<file path="config.mk">
export PLATFORM = sky130hd
export DESIGN_NAME = ddr_pair_serializer
export DESIGN_NICKNAME = d
export VERILOG_FILES = /design/src/rtl/ddrser_pkg.sv /design/src/rtl/ddrser_slot_ctr.sv /design/src/rtl/ddrser_capture.sv /design/src/rtl/ddrser_lane_sel.sv /design/src/rtl/ddr_pair_serializer.sv
export SDC_FILE = /design/constraint.sdc
export NUM_CORES = 1
export LEC_CHECK = 0
export ABC_AREA = 1
export CORE_MARGIN = 2
export CORE_UTILIZATION = 43
export CTS_CLUSTER_SIZE = 10
export DETAILED_ROUTE_END_ITERATION = 6
export HOLD_SLACK_MARGIN = 0.05
export PLACE_DENSITY = 0.86
export SYNTH_ARGS = -nofsm -noshare
export SYNTH_HDL_FRONTEND = slang
export SYNTH_SLANG_ARGS = --single-unit
export TNS_END_PERCENT = 50
</file>
<file path="constraint.sdc">
create_clock -name clk -period 1.4 [get_ports clk]
set_input_delay 0.42 -clock clk [delete_from_list [all_inputs] [get_ports clk]]
set_output_delay 0.42 -clock clk [all_outputs]
set_load 0.05 [all_outputs]
</file>
<file path="src/rtl/ddrser_pkg.sv">
package ddrser_pkg;

  typedef enum logic {
    HALF_UPPER = 1'b0,
    HALF_LOWER = 1'b1
  } half_e;

  function automatic half_e half_of_slot(input logic slot_lsb);
    return slot_lsb ? HALF_LOWER : HALF_UPPER;
  endfunction

endpackage

</file>
<file path="src/rtl/ddrser_slot_ctr.sv">
module ddrser_slot_ctr #(
  parameter int SLOTS = 4,
  localparam int PW = (SLOTS > 1) ? $clog2(SLOTS) : 1
) (
  input  logic          clk,
  input  logic          rst_n,
  input  logic          accept,
  output logic [PW-1:0] slot,
  output logic          running,
  output logic          last_slot
);

  localparam logic [PW-1:0] LAST = PW'(SLOTS - 1);

  always_ff @(posedge clk or negedge rst_n) begin
    if (!rst_n) begin
      running <= 1'b0;
      slot    <= '0;
    end else if (accept) begin
      running <= 1'b1;
      slot    <= '0;
    end else if (running) begin
      slot <= (slot == LAST) ? '0 : slot + 1'b1;
    end
  end

  assign last_slot = running && (slot == LAST);

  // a running block stays in its last slot for exactly one cycle
  a_r5_last_slot_single : assert property (@(posedge clk) disable iff (!rst_n)
    last_slot |=> !last_slot);

endmodule

</file>
<file path="src/rtl/ddrser_capture.sv">
module ddrser_capture #(
  parameter int CHANNELS = 2,
  parameter int SAMPLE_W = 12
) (
  input  logic                         clk,
  input  logic                         rst_n,
  input  logic                         accept,
  input  logic                         miss,
  input  logic [CHANNELS*SAMPLE_W-1:0] in_i,
  input  logic [CHANNELS*SAMPLE_W-1:0] in_q,
  output logic [CHANNELS*SAMPLE_W-1:0] held_i,
  output logic [CHANNELS*SAMPLE_W-1:0] held_q,
  output logic                         underflow
);

  always_ff @(posedge clk or negedge rst_n) begin
    if (!rst_n) begin
      held_i <= '0;
      held_q <= '0;
    end else if (accept) begin
      held_i <= in_i;
      held_q <= in_q;
    end
  end

  always_ff @(posedge clk or negedge rst_n) begin
    if (!rst_n) underflow <= 1'b0;
    else if (miss) underflow <= 1'b1;
  end

  // the underflow flag never drops without a reset
  a_r7_underflow_sticky : assert property (@(posedge clk) disable iff (!rst_n)
    underflow |=> underflow);

  // a missed boundary keeps the held set for the repeat
  a_r8_repeat_keeps_set : assert property (@(posedge clk) disable iff (!rst_n)
    miss |=> ($stable(held_i) && $stable(held_q)));

endmodule

</file>
<file path="src/rtl/ddrser_lane_sel.sv">
module ddrser_lane_sel
  import ddrser_pkg::*;
#(
  parameter int CHANNELS = 2,
  parameter int SAMPLE_W = 12,
  localparam int SLOTS = 2 * CHANNELS,
  localparam int PW = (SLOTS > 1) ? $clog2(SLOTS) : 1,
  localparam int HW = SAMPLE_W / 2,
  localparam int CW = (CHANNELS > 1) ? $clog2(CHANNELS) : 1
) (
  input  logic [CHANNELS*SAMPLE_W-1:0] held_i,
  input  logic [CHANNELS*SAMPLE_W-1:0] held_q,
  input  logic [PW-1:0]                slot,
  input  logic                         running,
  output logic [HW-1:0]                lane_rise,
  output logic [HW-1:0]                lane_fall,
  output logic                         frame
);

  logic [CHANNELS-1:0][HW-1:0] up_i, lo_i, up_q, lo_q;

  for (genvar c = 0; c < CHANNELS; c++) begin : g_split
    assign up_i[c] = held_i[c*SAMPLE_W + HW +: HW];
    assign lo_i[c] = held_i[c*SAMPLE_W      +: HW];
    assign up_q[c] = held_q[c*SAMPLE_W + HW +: HW];
    assign lo_q[c] = held_q[c*SAMPLE_W      +: HW];
  end

  logic [CW-1:0] ch_sel;
  half_e         half;

  assign ch_sel = CW'(slot >> 1);
  assign half   = half_of_slot(slot[0]);

  always_comb begin
    lane_rise = '0;
    lane_fall = '0;
    frame     = 1'b0;
    if (running) begin
      if (half == HALF_UPPER) begin
        lane_rise = up_i[ch_sel];
        lane_fall = up_q[ch_sel];
        frame     = 1'b1;
      end else begin
        lane_rise = lo_i[ch_sel];
        lane_fall = lo_q[ch_sel];
      end
    end
  end

endmodule

</file>
<file path="src/rtl/ddr_pair_serializer.sv">
module ddr_pair_serializer #(
  parameter int SAMPLE_W = 12,
  parameter int CHANNELS = 2,
  localparam int HW = SAMPLE_W / 2,
  localparam int SLOTS = 2 * CHANNELS,
  localparam int PW = (SLOTS > 1) ? $clog2(SLOTS) : 1
) (
  input  logic                         clk,
  input  logic                         rst_n,
  input  logic                         s_valid,
  output logic                         s_ready,
  input  logic [CHANNELS*SAMPLE_W-1:0] s_i,
  input  logic [CHANNELS*SAMPLE_W-1:0] s_q,
  output logic [HW-1:0]                ddr_rise,
  output logic [HW-1:0]                ddr_fall,
  output logic                         frame,
  output logic                         underflow
);

  logic [PW-1:0]                slot;
  logic                         running, last_slot, accept, miss;
  logic [CHANNELS*SAMPLE_W-1:0] held_i, held_q;

  assign s_ready = !running || last_slot;
  assign accept  = s_valid && s_ready;
  assign miss    = last_slot && !s_valid;

  ddrser_slot_ctr #(.SLOTS(SLOTS)) u_ctr (
    .clk(clk), .rst_n(rst_n), .accept(accept),
    .slot(slot), .running(running), .last_slot(last_slot)
  );

  ddrser_capture #(.CHANNELS(CHANNELS), .SAMPLE_W(SAMPLE_W)) u_cap (
    .clk(clk), .rst_n(rst_n), .accept(accept), .miss(miss),
    .in_i(s_i), .in_q(s_q), .held_i(held_i), .held_q(held_q),
    .underflow(underflow)
  );

  ddrser_lane_sel #(.CHANNELS(CHANNELS), .SAMPLE_W(SAMPLE_W)) u_sel (
    .held_i(held_i), .held_q(held_q), .slot(slot), .running(running),
    .lane_rise(ddr_rise), .lane_fall(ddr_fall), .frame(frame)
  );

  // frame alternates every cycle while running
  a_r4_frame_toggles : assert property (@(posedge clk) disable iff (!rst_n)
    running |=> (frame != $past(frame)));

  // after a running-state ready cycle, ready is low
  a_r5_ready_gap : assert property (@(posedge clk) disable iff (!rst_n)
    (running && s_ready) |=> !s_ready);

  // the cycle after a handshake carries channel 1 I upper half
  a_r2_first_half : assert property (@(posedge clk) disable iff (!rst_n)
    (s_valid && s_ready) |=> (frame && ddr_rise == $past(s_i[SAMPLE_W-1:HW])
                              && ddr_fall == $past(s_q[SAMPLE_W-1:HW])));

  // idle outputs are quiet and the port is open
  a_r6_idle_quiet : assert property (@(posedge clk) disable iff (!rst_n)
    !running |-> (ddr_rise == '0 && ddr_fall == '0 && !frame && s_ready));

endmodule

</file>
=== Word-level counts from Yosys, hierarchy flattened ===
Index checks and enable logic that the tools add are counted.

* Register bits: 52
* Logic and storage cells: 33

* Add/sub/neg operators: 1
* Magnitude comparators: 1
* Eq/ne operators: 1
* Multiplexer cells: 18
* Reduce and logical (&&, ||, !) cells: 7

{| class="wikitable"
|+ Operators by type and width
! cell !! number
|-
| 2-to-1 mux 6 bit || 12
|-
| 2-to-1 mux 2 bit || 3
|-
| logical AND 1 bit || 3
|-
| 2-to-1 mux 1 bit || 3
|-
| adder 2 x 1 -> 2 bit, second input constant || 1
|-
| equality test 2 bit, second input constant || 1
|-
| zero test 1 bit || 2
|-
| less-than comparator 1 x 2 -> 1 bit, second input constant || 1
|-
| nonzero test 2 bit || 1
|-
| logical OR 1 bit || 1
|}

=== Longest topological paths before layout ===
Gate-level depths: netlist (run 1).

* Word-level depth: 5
* Depth in mapped cells: 8

=== Hierarchy ===
From an unflattened synthesis (run 1), not the netlist that was laid out.

* Cell total of the unflattened synthesis: 329
* Area, all modules: 2477.4 um^2

{| class="wikitable"
|+ By module, submodules not included
! module !! times used !! cells each !! area each (um^2) !! seq. area each (um^2)
|-
| ddrser_capture || 1 || 205 || 1836.8 || 1226.2
|-
| ddrser_lane_sel || 1 || 102 || 476.7 || 0.0
|-
| ddrser_slot_ctr || 1 || 17 || 140.1 || 75.1
|-
| ddr_pair_serializer || 1 || 5 || 23.8 || 0.0
|}

=== Worst setup path after synthesis (run 1) ===
No wires, ideal clock.

* Path kind: register -> output
* Start point: register u_ctr.slot[1]
* End point: output port ddr_fall[0]
* Arrival time: 1.559 ns
* Required time: 0.980 ns
* Path slack: -0.579 ns
* Stages on the path, launching flop included: 6
* Cells stage by stage: dfrtp_1 -> inv_2 -> clkbuf_1 -> nand2_1 -> nand3_1 -> a21oi_1

* Cells in the longest elaborated chain, start to end: 4

{| class="wikitable"
|+ RTL lines
! element !! RTL line !! RTL
|-
| from (decl) || ddrser_slot_ctr.sv:8 || <nowiki>output logic [PW-1:0] slot,</nowiki>
|-
| from (signal assigned) || ddrser_slot_ctr.sv:23 || <nowiki>slot <= (slot == LAST) ? '0 : slot + 1'b1;</nowiki>
|-
| 2-to-1 mux 6 bit, on equally long branches (2 in series) || ddrser_lane_sel.sv:42, ddrser_lane_sel.sv:46 ||
|-
| 2-to-1 mux 6 bit (*) || ddrser_lane_sel.sv:40 || <nowiki>if (half == HALF_UPPER) begin</nowiki>
|-
| 2-to-1 mux 6 bit (*) || ddrser_lane_sel.sv:39 || <nowiki>if (running) begin</nowiki>
|-
| to (decl) || ddr_pair_serializer.sv:15 || <nowiki>output logic [HW-1:0] ddr_fall,</nowiki>
|}

Mark *: on every way between the ends. The rest lies on a longest branch, timed or not. The select of a mux whose other input is x is not followed.

=== Worst setup path after layout (run 1) ===
* Start point: register u_ctr.slot[1]
* End point: output port ddr_fall[1]

Same word-level chain as after synthesis.

==> reports/qor.json, run 1 <==
{
  "die_y": {"value": 79.5, "unit": "um"},
  "critical-path-max-stage-delay": {"value": 0.46, "unit": "ns"},
  "hold_buffers": {"value": 0},
  "timing.final.setup_violations": {"value": 64},
  "crit_arrival": {"value": 1.50, "unit": "ns"},
  "top_cells_by_instance_count_after_synthesis": {"value": "85 x sky130_fd_sc_hd__nand2_1, 52 x sky130_fd_sc_hd__dfrtp_1, 40 x sky130_fd_sc_hd__nand3_1"},
  "synth-edff-count": {"value": 0},
  "synth-async-reset-ratio": {"value": 1.00},
  "netlist_instances": {"value": 307},
  "flow.area_growth_from_synthesis": {"value": 60.4, "unit": "%"},
  "cap_viol_max_count": {"value": 0},
  "power_density": {"value": 814, "unit": "nW/um2"},
  "ctsRootBufferMaster": {"value": "sky130_fd_sc_hd__clkbuf_8"},
  "path_clk_slew": {"value": 0.10, "unit": "ns"},
  "cp.buffers_inverters": {"value": 2},
  "setup.worst_path.start_class": {"value": "flip-flop"},
  "largest_net_degree_at_the_start_of_global_routing": {"value": 53},
  "row_count": {"value": 27},
  "initial_core_util": {"value": 0.446},
  "worst_r2r_path_depth": {"value": 8},
  "tritoncts": {"value": "yes"},
  "regToRegSetupSlack": {"value": -0.29, "unit": "ns"},
  "hold-worst-slack": {"value": 0.0915, "unit": "ns"},
  "all_layer_global_routing_usage": {"value": 0.222},
  "power_switching": {"value": 897, "unit": "uW"},
  "slew_limit_fails": {"value": 0},
  "crit_path_top_delay_cell": {"value": "sky130_fd_sc_hd__dfrtp_2"},
  "internal-power": {"value": 2.31, "unit": "mW"},
  "buffer_ports.inserted": {"value": 65},
  "non_filler_cell_area_final": {"value": 3940, "unit": "um2"},
  "post_route_cells_drive_above_1_share": {"value": 0.301},
  "crit_family": {"value": "flip-flops"},
  "hold_viol": {"value": 0},
  "sw_frac_of_total": {"value": 0.280},
  "power.share.clock": {"value": 0.268},
  "finalClockSkew": {"value": 0.00704, "unit": "ns"},
  "layout_worst_path_cycle_share": {"value": 1.37},
  "grt_pass1_wl": {"value": 10900, "unit": "um"},
  "multi_input_comb_area": {"value": 1180, "unit": "um2"},
  "clock_latency": {"value": 0.31, "unit": "ns"},
  "number_of_storage_elements_in_the_synthesis_netlist": {"value": 52},
  "yosysMostFrequentCell": {"value": "sky130_fd_sc_hd__nand2_1"},
  "share_of_synthesized_area_occupied_by_flip_flops_and_latches": {"value": 0.530},
  "post-route-drc-count": {"value": 0},
  "synth_fp_nets": {"value": 359},
  "num-fill-cells": {"value": 403},
  "post-layout-total-power": {"value": 3.20, "unit": "mW"},
  "cellLeakagePower": {"value": 1.90, "unit": "nW"},
  "status": {"value": "complete, but fails checks"},
  "grt_setup_unrepaired": {"value": "true"},
  "worst_case_setup_slack_after_placement": {"value": -0.301, "unit": "ns"},
  "detail_route.wl_per_cell": {"value": 14.9, "unit": "um"},
  "min-delay-path-class": {"value": "in2async"},
  "cp_cell_sequence": {"value": "buf_6 -> or2_4 -> o211ai_1 -> nand2_2 -> buf_8"},
  "detail_route.iter0.violations": {"value": 139},
  "die_w": {"value": 79.5, "unit": "um"},
  "antenna_cells": {"value": 0},
  "vias": {"value": 2408},
  "ff_latch_area": {"value": 1300, "unit": "um2"},
  "drt-pass1-iter-count": {"value": 4},
  "num_io_pins": {"value": 66},
  "total_wire_length": {"value": 6940, "unit": "um"},
  "antenna_found_initial": {"value": 0},
  "syn-cell-area": {"value": 2450, "unit": "um2"},
  "final_critical_path_time_including_i_o_delays_and_setup": {"value": 1.92, "unit": "ns"},
  "viasPerCell": {"value": 5.16},
  "worstPathRequired": {"value": 0.98, "unit": "ns"},
  "totalNegativeSetupSlack": {"value": -16.99, "unit": "ns"},
  "netlist-cell-type-count": {"value": 19},
  "cts_htree_levels": {"value": 2},
  "slew_headroom": {"value": 0.816},
  "timing.setup.critical_path_class": {"value": "reg2out"},
  "stdcell_count": {"value": 467},
  "worstReg2RegStart": {"value": "u_ctr.slot[1]"},
  "synth_area_leaders": {"value": "sky130_fd_sc_hd__dfrtp_1 53%, sky130_fd_sc_hd__nand2_1 13%, sky130_fd_sc_hd__nand3_1 8.2%"},
  "postSynthAreaPerCell": {"value": 7.99, "unit": "um2"},
  "seq_power_share": {"value": 0.524},
  "peak_freq": {"value": 520, "unit": "MHz"},
  "setup.worst_path.end_class": {"value": "output pin"},
  "post-route-util": {"value": 0.715},
  "gp_congestion": {"value": 0.776},
  "comb_power_share": {"value": 0.208},
  "synth.largest_area_cell": {"value": "sky130_fd_sc_hd__dfrtp_1"},
  "dp_hpwl": {"value": 4340, "unit": "um"},
  "place_area": {"value": 3400, "unit": "um2"},
  "grt_remaining_overflow": {"value": 0},
  "max_slew.worst_pin.slew": {"value": 0.277, "unit": "ns"},
  "vdd_drop_max": {"value": 495, "unit": "uV"},
  "ant_nets": {"value": 0},
  "synth.yosys.warnings": {"value": 0},
  "cts-root-to-sink-buffers": {"value": 2},
  "design.die.area": {"value": 6330, "unit": "um2"},
  "synth_largest_type_area_fraction": {"value": 0.530},
  "post-route-worst-setup-slack": {"value": -0.525, "unit": "ns"},
  "place.detailed.instances": {"value": 447},
  "core-area": {"value": 5510, "unit": "um2"},
  "finish.net_count": {"value": 446},
  "failed_checks": {"value": "setup timing"},
  "clkSinkCount": {"value": 52},
  "ys.flop_type": {"value": "sky130_fd_sc_hd__dfrtp_1"},
  "worstReg2RegEnd": {"value": "u_cap.held_q[0]"},
  "tritoncts.num_buffers": {"value": 5},
  "via_count_of_the_first_global_routing_pass": {"value": 2426},
  "worstPathMaxFanout": {"value": 8}
}
-- power groups by stage --
stage / Combinational, mW / Clock (mW) / Sequential, mW
floorplan: 0.283 / 0 / 1.69
global placement: 0.581 / 0 / 1.70
detailed placement: 0.600 / 0 / 1.70
CTS: 0.651 / 0.877 / 1.68
global route: 0.719 / 0.956 / 1.69
finish: 0.667 / 0.859 / 1.68
-- layout make-up --
cell class | count | share of cell area
inverter | 25 | 0.0245
clock inverter | 3 | 0.00604
multi-input combinational | 212 | 0.301
sequential | 52 | 0.331
timing repair buffer | 98 | 0.297
tap | 72 | 0.0229
clock buffer | 5 | 0.0175
-- cells by family after synthesis --
| group | share of synthesized area |
|---|---|
| compound gates | 0.0943 |
| fa+ha+maj | 0.00510 |
| buf+inv | 0.0790 |
| flops | 0.530 |
| simple gates | 0.291 |
-- repair_timing --
action                                  in CTS  in global routing
endpoints found under the hold margin        0                  0
endpoints found under the setup margin      64                 64
gates cloned                                 3                  2
resized for setup                           68                 14
pin swaps                                   19                 14
setup buffers                                5                  3
-- registers in the layout, summed over array words and instances (netlist names) --
register         flops
u_ctr.slot           2
u_cap.underflow      1
u_ctr.running        1
u_cap.held_q        24
u_cap.held_i        24
-- how the worst max path moves through the flow --
stage / start / end / slack, ns / cells past startpoint
after floorplan: u_ctr.slot[1] / ddr_fall[0] / -0.32 / 5
after global placement: u_ctr.slot[1] / ddr_rise[3] / -0.23 / 5
after detailed placement: u_ctr.slot[0] / ddr_fall[2] / -0.30 / 5
after CTS: u_ctr.slot[1] / ddr_fall[2] / -0.52 / 5
after global routing: u_ctr.running / ddr_fall[2] / -0.61 / 5
final: u_ctr.slot[1] / ddr_fall[1] / -0.52 / 5
-- layout by cell type, fill, tap and decap left out --
| cell | Yosys | final |
|---|---|---|
| sky130_fd_sc_hd__nor2_1 | 34 | 27 |
| sky130_fd_sc_hd__ha_2 | 0 | 1 |
| sky130_fd_sc_hd__nand3_2 | 0 | 9 |
| sky130_fd_sc_hd__o211ai_1 | 7 | 7 |
| sky130_fd_sc_hd__nand2_8 | 0 | 1 |
| sky130_fd_sc_hd__clkinvlp_4 | 0 | 2 |
| sky130_fd_sc_hd__inv_1 | 23 | 21 |
| sky130_fd_sc_hd__or2_4 | 0 | 7 |
| sky130_fd_sc_hd__o21ai_0 | 9 | 3 |
| sky130_fd_sc_hd__nand2_4 | 0 | 1 |
| sky130_fd_sc_hd__dfrtp_1 | 52 | 50 |
| sky130_fd_sc_hd__nand2_1 | 85 | 70 |
| sky130_fd_sc_hd__dfrtp_2 | 0 | 2 |
| sky130_fd_sc_hd__inv_4 | 0 | 1 |
| sky130_fd_sc_hd__nand3_1 | 40 | 31 |
| sky130_fd_sc_hd__nand2_2 | 2 | 15 |
| sky130_fd_sc_hd__nor2_4 | 1 | 1 |
| sky130_fd_sc_hd__buf_6 | 2 | 8 |
| sky130_fd_sc_hd__buf_8 | 0 | 7 |
| sky130_fd_sc_hd__a31o_2 | 1 | 1 |
| sky130_fd_sc_hd__buf_4 | 2 | 17 |
| sky130_fd_sc_hd__clkbuf_16 | 0 | 2 |
| sky130_fd_sc_hd__buf_12 | 0 | 12 |
| sky130_fd_sc_hd__buf_16 | 0 | 1 |
| sky130_fd_sc_hd__inv_2 | 2 | 3 |
| sky130_fd_sc_hd__a21oi_4 | 0 | 5 |
| sky130_fd_sc_hd__bufbuf_16 | 0 | 1 |
| sky130_fd_sc_hd__clkinv_4 | 0 | 1 |
| sky130_fd_sc_hd__a21oi_2 | 0 | 7 |
| sky130_fd_sc_hd__clkdlybuf4s50_1 | 0 | 49 |
| sky130_fd_sc_hd__o21ai_1 | 0 | 5 |
| sky130_fd_sc_hd__nor2_2 | 0 | 7 |
| sky130_fd_sc_hd__buf_2 | 8 | 1 |
| sky130_fd_sc_hd__a21oi_1 | 25 | 13 |
| sky130_fd_sc_hd__clkbuf_8 | 0 | 5 |
| sky130_fd_sc_hd__o21ai_2 | 0 | 1 |
-- metal layers --
metal / track usage / up-vias / part of all wire
met5: 0 / - / 0
met4: 0.0603 / 0 / 0.014
met3: 0.0385 / 13 / 0.051
met2: 0.392 / 93 / 0.52
met1: 0.279 / 1151 / 0.41
li1: - / 1151 / -
Power figures use the tool's default switching activity.
==> inputs of run 2 (changes only) <==
--- a/config.mk
+++ b/config.mk
@@ -12,6 +12,7 @@
 export DETAILED_ROUTE_END_ITERATION = 6
 export HOLD_SLACK_MARGIN = 0.05
 export PLACE_DENSITY = 0.86
+export RECOVER_POWER = 50
 export SYNTH_ARGS = -nofsm -noshare
 export SYNTH_HDL_FRONTEND = slang
 export SYNTH_SLANG_ARGS = --single-unit
==> run 2 against run 1 <==
The run still ends with setup timing left. Sequential power about the same. Clock-buffer cell count did not move. Clock power rose by 1%. Register-to-register slack hardly changed. Flip-flop and latch count stayed put. Maximum frequency down 0.12%. Highest routed layer unchanged. Total power is 0.11% higher. Critical endpoint unchanged. Via count is 0.46% higher. Cell area shrank 0.38%. Core utilization is 0.27 points lower. Largest cell class unchanged.
==> reports/qor.json, run 2 (same netlist as run 1, synthesis figures left out) <==
{
  "peak_freq": {"value": 519, "unit": "MHz", "change": "-0.12%"},
  "critical-path-max-stage-delay": {"value": 0.46, "unit": "ns", "change": "about the same"},
  "post_route_cells_drive_above_1_share": {"value": 0.301, "change": "unchanged"},
  "timing.setup.critical_path_class": {"value": "reg2out"},
  "power_density": {"value": 818, "unit": "nW/um2", "change": "+0.50%"},
  "grt_remaining_overflow": {"value": 0, "change": "unchanged"},
  "hold_viol": {"value": 0, "change": "unchanged"},
  "detail_route.wl_per_cell": {"value": 14.9, "unit": "um", "change": "+0.30%"},
  "viasPerCell": {"value": 5.18, "change": "+0.46%"},
  "post-layout-total-power": {"value": 3.21, "unit": "mW", "change": "+0.11%"},
  "layout_worst_path_cycle_share": {"value": 1.38, "change": "+0.00170"},
  "tritoncts": {"value": "yes"},
  "status": {"value": "complete, but fails checks"},
  "place.detailed.instances": {"value": 447, "change": "unchanged"},
  "design.die.area": {"value": 6330, "unit": "um2", "change": "unchanged"},
  "crit_arrival": {"value": 1.51, "unit": "ns", "change": "about the same"},
  "setup.worst_path.end_class": {"value": "output pin"},
  "cts_htree_levels": {"value": 2, "change": "unchanged"},
  "max_slew.worst_pin.slew": {"value": 1.14, "unit": "ns", "change": "+0.868 ns"},
  "ctsRootBufferMaster": {"value": "sky130_fd_sc_hd__clkbuf_8"},
  "crit_path_top_delay_cell": {"value": "sky130_fd_sc_hd__dfrtp_2"},
  "initial_core_util": {"value": 0.446, "change": "unchanged"},
  "detail_route.iter0.violations": {"value": 139, "change": "unchanged"},
  "tritoncts.num_buffers": {"value": 5, "change": "unchanged"},
  "grt_pass1_wl": {"value": 10900, "unit": "um", "change": "unchanged"},
  "vias": {"value": 2419, "change": "+0.46%"},
  "path_clk_slew": {"value": 0.10, "unit": "ns", "change": "about the same"},
  "slew_headroom": {"value": 0.237, "change": "-0.578"},
  "die_w": {"value": 79.5, "unit": "um", "change": "unchanged"},
  "post-route-drc-count": {"value": 0, "change": "unchanged"},
  "cellLeakagePower": {"value": 1.89, "unit": "nW", "change": "-0.29%"},
  "antenna_found_initial": {"value": 0, "change": "unchanged"},
  "stdcell_count": {"value": 467, "change": "unchanged"},
  "via_count_of_the_first_global_routing_pass": {"value": 2426, "change": "unchanged"},
  "finalClockSkew": {"value": 0.00784, "unit": "ns", "change": "+0.000799 ns"},
  "timing.final.setup_violations": {"value": 64, "change": "unchanged"},
  "clkSinkCount": {"value": 52, "change": "unchanged"},
  "num_io_pins": {"value": 66, "change": "unchanged"},
  "buffer_ports.inserted": {"value": 65, "change": "unchanged"},
  "die_y": {"value": 79.5, "unit": "um", "change": "unchanged"},
  "worstPathMaxFanout": {"value": 8, "change": "unchanged"},
  "clock_latency": {"value": 0.31, "unit": "ns", "change": "about the same"},
  "final_cell_mix": {"value": "70 x sky130_fd_sc_hd__nand2_1, 50 x sky130_fd_sc_hd__dfrtp_1, 49 x sky130_fd_sc_hd__clkdlybuf4s50_1, 31 x sky130_fd_sc_hd__nand3_1, 27 x sky130_fd_sc_hd__nor2_1"},
  "failed_checks": {"value": "setup timing"},
  "worstPathRequired": {"value": 0.98, "unit": "ns", "change": "about the same"},
  "post-route-worst-setup-slack": {"value": -0.527, "unit": "ns", "change": "-0.00238 ns"},
  "total_wire_length": {"value": 6960, "unit": "um", "change": "+0.30%"},
  "min-delay-path-class": {"value": "in2async"},
  "grt_setup_unrepaired": {"value": "true"},
  "final_critical_path_time_including_i_o_delays_and_setup": {"value": 1.93, "unit": "ns", "change": "+0.00238 ns"},
  "cap_viol_max_count": {"value": 0, "change": "unchanged"},
  "ant_nets": {"value": 0, "change": "unchanged"},
  "finish.net_count": {"value": 446, "change": "unchanged"},
  "slew_limit_fails": {"value": 0, "change": "unchanged"},
  "setup.worst_path.start_class": {"value": "flip-flop"},
  "worst_case_setup_slack_after_placement": {"value": -0.301, "unit": "ns", "change": "unchanged"},
  "core-area": {"value": 5510, "unit": "um2", "change": "unchanged"},
  "place_area": {"value": 3400, "unit": "um2", "change": "unchanged"},
  "drt-pass1-iter-count": {"value": 5, "change": "+1"},
  "dp_hpwl": {"value": 4340, "unit": "um", "change": "unchanged"},
  "largestRegisters": {"value": "u_cap.held_i x24, u_cap.held_q x24, u_ctr.slot x2"},
  "row_count": {"value": 27, "change": "unchanged"},
  "cp_cell_sequence": {"value": "buf_6 -> or2_4 -> o211ai_1 -> nand2_2 -> buf_8"},
  "cp.buffers_inverters": {"value": 2, "change": "unchanged"},
  "flow.area_growth_from_synthesis": {"value": 59.8, "unit": "%"},
  "all_layer_global_routing_usage": {"value": 0.222, "change": "unchanged"},
  "gp_congestion": {"value": 0.776, "change": "unchanged"},
  "num-fill-cells": {"value": 405, "change": "+0.50%"},
  "cts-root-to-sink-buffers": {"value": 2, "change": "unchanged"},
  "antenna_cells": {"value": 0, "change": "unchanged"},
  "hold-worst-slack": {"value": 0.420, "unit": "ns", "change": "+0.329 ns"},
  "vdd_drop_max": {"value": 499, "unit": "uV", "change": "+0.89%"},
  "largest_net_degree_at_the_start_of_global_routing": {"value": 53, "change": "unchanged"},
  "crit_family": {"value": "flip-flops"},
  "mostFrequentLayoutCell": {"value": "sky130_fd_sc_hd__nand2_1"},
  "non_filler_cell_area_final": {"value": 3920, "unit": "um2", "change": "-0.38%"}
}
run 2: final cells by class:
| type | instances | area (um2) | share of cell area |
|---|---|---|---|
| Clock inverter | 3 | 23.8 | 0.00606 |
| Sequential cell | 52 | 1300 | 0.333 |
| Tap cell | 72 | 90.1 | 0.0230 |
| Multi-Input combinational cell | 212 | 1180 | 0.302 |
| Timing Repair Buffer | 98 | 1150 | 0.294 |
| Inverter | 25 | 96.3 | 0.0246 |
| Clock buffer | 5 | 68.8 | 0.0176 |
run 2: worst reg2reg max path, stage by stage, from the launching register on:
cell and delay, ns:
sky130_fd_sc_hd__dfrtp_2 0.46, sky130_fd_sc_hd__buf_6 0.15, sky130_fd_sc_hd__ha_2 0.20, sky130_fd_sc_hd__inv_2 0.07, sky130_fd_sc_hd__nand2_4 0.07, sky130_fd_sc_hd__buf_6 0.14, sky130_fd_sc_hd__nand2_8 0.12, sky130_fd_sc_hd__bufbuf_16 0.30
sky130_fd_sc_hd__a21oi_1 0.07
run 2: repair_timing:
action / CTS / global route
hold endpoints to repair: 0 / 0
resized for setup: 68 / 14
hold buffers: 0 / 0
setup buffers: 5 / 3
setup endpoints to repair: 64 / 64
pin swaps: 19 / 14
cloned: 3 / 2
run 2: worst paths after layout:
path / startpoint / to / slack [ns] / cells after the start
worst min register to register: u_cap.held_q[15] / u_cap.held_q[15] / 0.48 / 2
worst max-delay path: u_ctr.slot[1] / ddr_fall[1] / -0.53 / 5
worst min-delay path: rst_n / u_cap.underflow / 0.42 / 2
max in group asynchronous: rst_n / u_ctr.slot[0] / 0.22 / 2
worst max register to register: u_ctr.slot[1] / u_cap.held_q[0] / -0.29 / 8
min in group clk: u_cap.held_q[15] / u_cap.held_q[15] / 0.48 / 2
run 2: where the power goes:
part	total [mW]	internal [mW]	switching [mW]
sequential	1.68	1.62	0.0545
combinational	0.662	0.323	0.338
clock	0.868	0.355	0.513
run 2: metal layers:
layer  global-route usage  part of all wire  wire [um]
met2                0.392              0.52       3620
met5                    0                 0          0
met4               0.0603             0.016        113
met1                0.279              0.41       2850
met3               0.0385             0.054        376
run 2: stage by stage:
step,TNS [ns],utilization
final,-17.11,0.712
after CTS,-16.12,0.690
after floorplan,-3.89,-
after detailed placement,-10.07,0.617
after global routing,-21.23,0.712
after global placement,-7.91,0.617
==> inputs of run 3 (changes only) <==
--- a/config.mk
+++ b/config.mk
@@ -10,7 +10,7 @@
 export CORE_UTILIZATION = 43
 export CTS_CLUSTER_SIZE = 10
 export DETAILED_ROUTE_END_ITERATION = 6
-export HOLD_SLACK_MARGIN = 0.05
+export HOLD_SLACK_MARGIN = 0.15
 export PLACE_DENSITY = 0.86
 export RECOVER_POWER = 50
 export SYNTH_ARGS = -nofsm -noshare
==> run 3 against run 2 <==
The flow still finishes with violations (setup timing). Non-clock buffer count rose by 1. Highest routed layer unchanged. Largest cell class unchanged. Maximum frequency increased by 0.21%. Critical endpoint unchanged. Combinational power about the same. Via count fell by 0.17%. Global-route usage hardly changed. Routed wire length is 0.63% lower. Clock skew is 0.00071 ns lower.
==> reports/qor.json, run 3 (same netlist as run 1, synthesis figures left out) <==
{
  "mostFrequentLayoutCell": {"value": "sky130_fd_sc_hd__nand2_1"},
  "timing.final.setup_violations": {"value": 64, "change": "unchanged"},
  "die_w": {"value": 79.5, "unit": "um", "change": "unchanged"},
  "grt_setup_unrepaired": {"value": "true"},
  "post_route_cells_drive_above_1_share": {"value": 0.301, "change": "-0.000761"},
  "slew_headroom": {"value": 0.567, "change": "+0.330"},
  "post-route-drc-count": {"value": 0, "change": "unchanged"},
  "timing.setup.critical_path_class": {"value": "reg2out"},
  "place.detailed.instances": {"value": 447, "change": "unchanged"},
  "largest_net_degree_at_the_start_of_global_routing": {"value": 53, "change": "unchanged"},
  "detail_route.wl_per_cell": {"value": 14.8, "unit": "um", "change": "-0.84%"},
  "status": {"value": "complete, but fails checks"},
  "grt_pass1_wl": {"value": 10900, "unit": "um", "change": "+0.25%"},
  "row_count": {"value": 27, "change": "unchanged"},
  "vdd_drop_max": {"value": 494, "unit": "uV", "change": "-0.90%"},
  "die_y": {"value": 79.5, "unit": "um", "change": "unchanged"},
  "post-route-util": {"value": 0.714, "change": "+0.00227"},
  "ctsRootBufferMaster": {"value": "sky130_fd_sc_hd__clkbuf_8"},
  "hold-worst-slack": {"value": 0.476, "unit": "ns", "change": "+0.0556 ns"},
  "detail_route.iter0.violations": {"value": 110, "change": "-21%"},
  "buffer_ports.inserted": {"value": 65, "change": "unchanged"},
  "setup.worst_path.end_class": {"value": "output pin"},
  "slew_limit_fails": {"value": 0, "change": "unchanged"},
  "cts_htree_levels": {"value": 2, "change": "unchanged"},
  "vias": {"value": 2415, "change": "-0.17%"},
  "flow.area_growth_from_synthesis": {"value": 60.3, "unit": "%"},
  "cellLeakagePower": {"value": 1.90, "unit": "nW", "change": "+0.27%"},
  "grt_remaining_overflow": {"value": 0, "change": "unchanged"},
  "final_critical_path_time_including_i_o_delays_and_setup": {"value": 1.92, "unit": "ns", "change": "-0.00395 ns"},
  "path_clk_slew": {"value": 0.10, "unit": "ns", "change": "about the same"},
  "clkSinkCount": {"value": 52, "change": "unchanged"},
  "gp_congestion": {"value": 0.776, "change": "unchanged"},
  "tritoncts.num_buffers": {"value": 5, "change": "unchanged"},
  "initial_core_util": {"value": 0.446, "change": "unchanged"},
  "post-route-worst-setup-slack": {"value": -0.523, "unit": "ns", "change": "+0.00395 ns"},
  "largestRegisters": {"value": "u_cap.held_i x24, u_cap.held_q x24, u_ctr.slot x2"},
  "stdcell_count": {"value": 468, "change": "+0.21%"},
  "power_density": {"value": 814, "unit": "nW/um2", "change": "-0.54%"},
  "tritoncts": {"value": "yes"},
  "post-layout-total-power": {"value": 3.20, "unit": "mW", "change": "-0.22%"},
  "layout_worst_path_cycle_share": {"value": 1.37, "change": "-0.00282"},
  "worst_r2r_path_depth": {"value": 8, "change": "unchanged"},
  "num-fill-cells": {"value": 404, "change": "-0.25%"},
  "drt-pass1-iter-count": {"value": 4, "change": "-1"},
  "multi_input_comb_area": {"value": 1180, "unit": "um2", "change": "unchanged"},
  "failed_checks": {"value": "setup timing"},
  "max_slew.worst_pin.slew": {"value": 0.650, "unit": "ns", "change": "-0.494 ns"},
  "core-area": {"value": 5510, "unit": "um2", "change": "unchanged"},
  "antenna_cells": {"value": 0, "change": "unchanged"},
  "worstPathMaxFanout": {"value": 8, "change": "unchanged"},
  "non_filler_cell_area_final": {"value": 3930, "unit": "um2", "change": "+0.32%"},
  "ant_nets": {"value": 0, "change": "unchanged"},
  "setup.worst_path.start_class": {"value": "flip-flop"},
  "hold_viol": {"value": 0, "change": "unchanged"},
  "final_cell_mix": {"value": "70 x sky130_fd_sc_hd__nand2_1, 50 x sky130_fd_sc_hd__dfrtp_1, 49 x sky130_fd_sc_hd__clkdlybuf4s50_1, 31 x sky130_fd_sc_hd__nand3_1, 27 x sky130_fd_sc_hd__nor2_1"},
  "finish.net_count": {"value": 447, "change": "+0.22%"},
  "finalClockSkew": {"value": 0.00713, "unit": "ns", "change": "-0.000711 ns"},
  "cts-root-to-sink-buffers": {"value": 2, "change": "unchanged"},
  "crit_arrival": {"value": 1.50, "unit": "ns", "change": "about the same"},
  "peak_freq": {"value": 520, "unit": "MHz", "change": "+0.21%"},
  "dp_hpwl": {"value": 4340, "unit": "um", "change": "unchanged"},
  "min-delay-path-class": {"value": "reg2reg"},
  "place_area": {"value": 3400, "unit": "um2", "change": "unchanged"},
  "num_io_pins": {"value": 66, "change": "unchanged"},
  "all_layer_global_routing_usage": {"value": 0.222, "change": "+0.000486"},
  "hold_path_depth": {"value": 2},
  "design.die.area": {"value": 6330, "unit": "um2", "change": "unchanged"},
  "clock_latency": {"value": 0.31, "unit": "ns", "change": "about the same"},
  "viasPerCell": {"value": 5.16, "change": "-0.38%"},
  "worstPathRequired": {"value": 0.98, "unit": "ns", "change": "about the same"},
  "via_count_of_the_first_global_routing_pass": {"value": 2438, "change": "+0.49%"},
  "antenna_found_initial": {"value": 0, "change": "unchanged"},
  "cap_viol_max_count": {"value": 0, "change": "unchanged"},
  "ff_latch_area": {"value": 1300, "unit": "um2", "change": "unchanged"},
  "total_wire_length": {"value": 6920, "unit": "um", "change": "-0.63%"}
}
## run 3: through the flow
step           setup WS (ns)  TNS (ns)
6_report              -0.523    -16.80
2_1_floorplan         -0.324     -3.89
3_3_place_gp          -0.227     -7.91
5_1_grt               -0.608    -21.12
3_5_place_dp          -0.301    -10.07
4_1_cts               -0.520    -16.12
## run 3: layout make-up
| type | count | share of cell area |
|---|---|---|
| flip-flops and latches | 52 | 0.332 |
| multi-input cells | 212 | 0.301 |
| repair buffers | 99 | 0.297 |
| inverters | 25 | 0.0245 |
| well taps | 72 | 0.0229 |
| clock buffers | 5 | 0.0175 |
| clock inverters | 3 | 0.00605 |
## run 3: worst paths after layout
check / from / end / slack, ns
max in group asynchronous: rst_n / u_ctr.slot[0] / 0.17
worst max-delay path: u_ctr.slot[1] / ddr_fall[1] / -0.52
worst min-delay path: u_cap.held_q[15] / u_cap.held_q[15] / 0.48
worst min register to register: u_cap.held_q[15] / u_cap.held_q[15] / 0.48
min in group asynchronous: rst_n / u_cap.held_i[20] / 0.77
worst max register to register: u_ctr.slot[1] / u_cap.held_q[0] / -0.28
## run 3: worst max-delay path, cell delays in order (launching register included)
cell	delay, ns
sky130_fd_sc_hd__dfrtp_2	0.46
sky130_fd_sc_hd__buf_6	0.15
sky130_fd_sc_hd__or2_4	0.22
sky130_fd_sc_hd__o211ai_1	0.11
sky130_fd_sc_hd__nand2_2	0.11
sky130_fd_sc_hd__buf_8	0.16
## run 3: repair_timing
action	CTS	global route
endpoints found under the hold margin	52	0
pin swaps	19	14
resized for setup	68	14
setup buffers	5	3
hold buffers	1	0
endpoints found under the setup margin	64	64
cloned	3	2
## run 3: where the power goes
part / internal (mW) / total [mW] / switching, mW / leakage [nW]
Combinational: 0.326 / 0.664 / 0.338 / 1.26
Clock: 0.355 / 0.859 / 0.504 / 0.0404
Sequential: 1.62 / 1.68 / 0.0542 / 0.602
## run 3: per-layer routing
metal,track usage,up-vias,share of wire
met3,0.0385,10,0.057
li1,-,1150,-
met4,0.0603,0,0.013
met1,0.279,1164,0.41
met2,0.394,91,0.52
met5,0,-,0
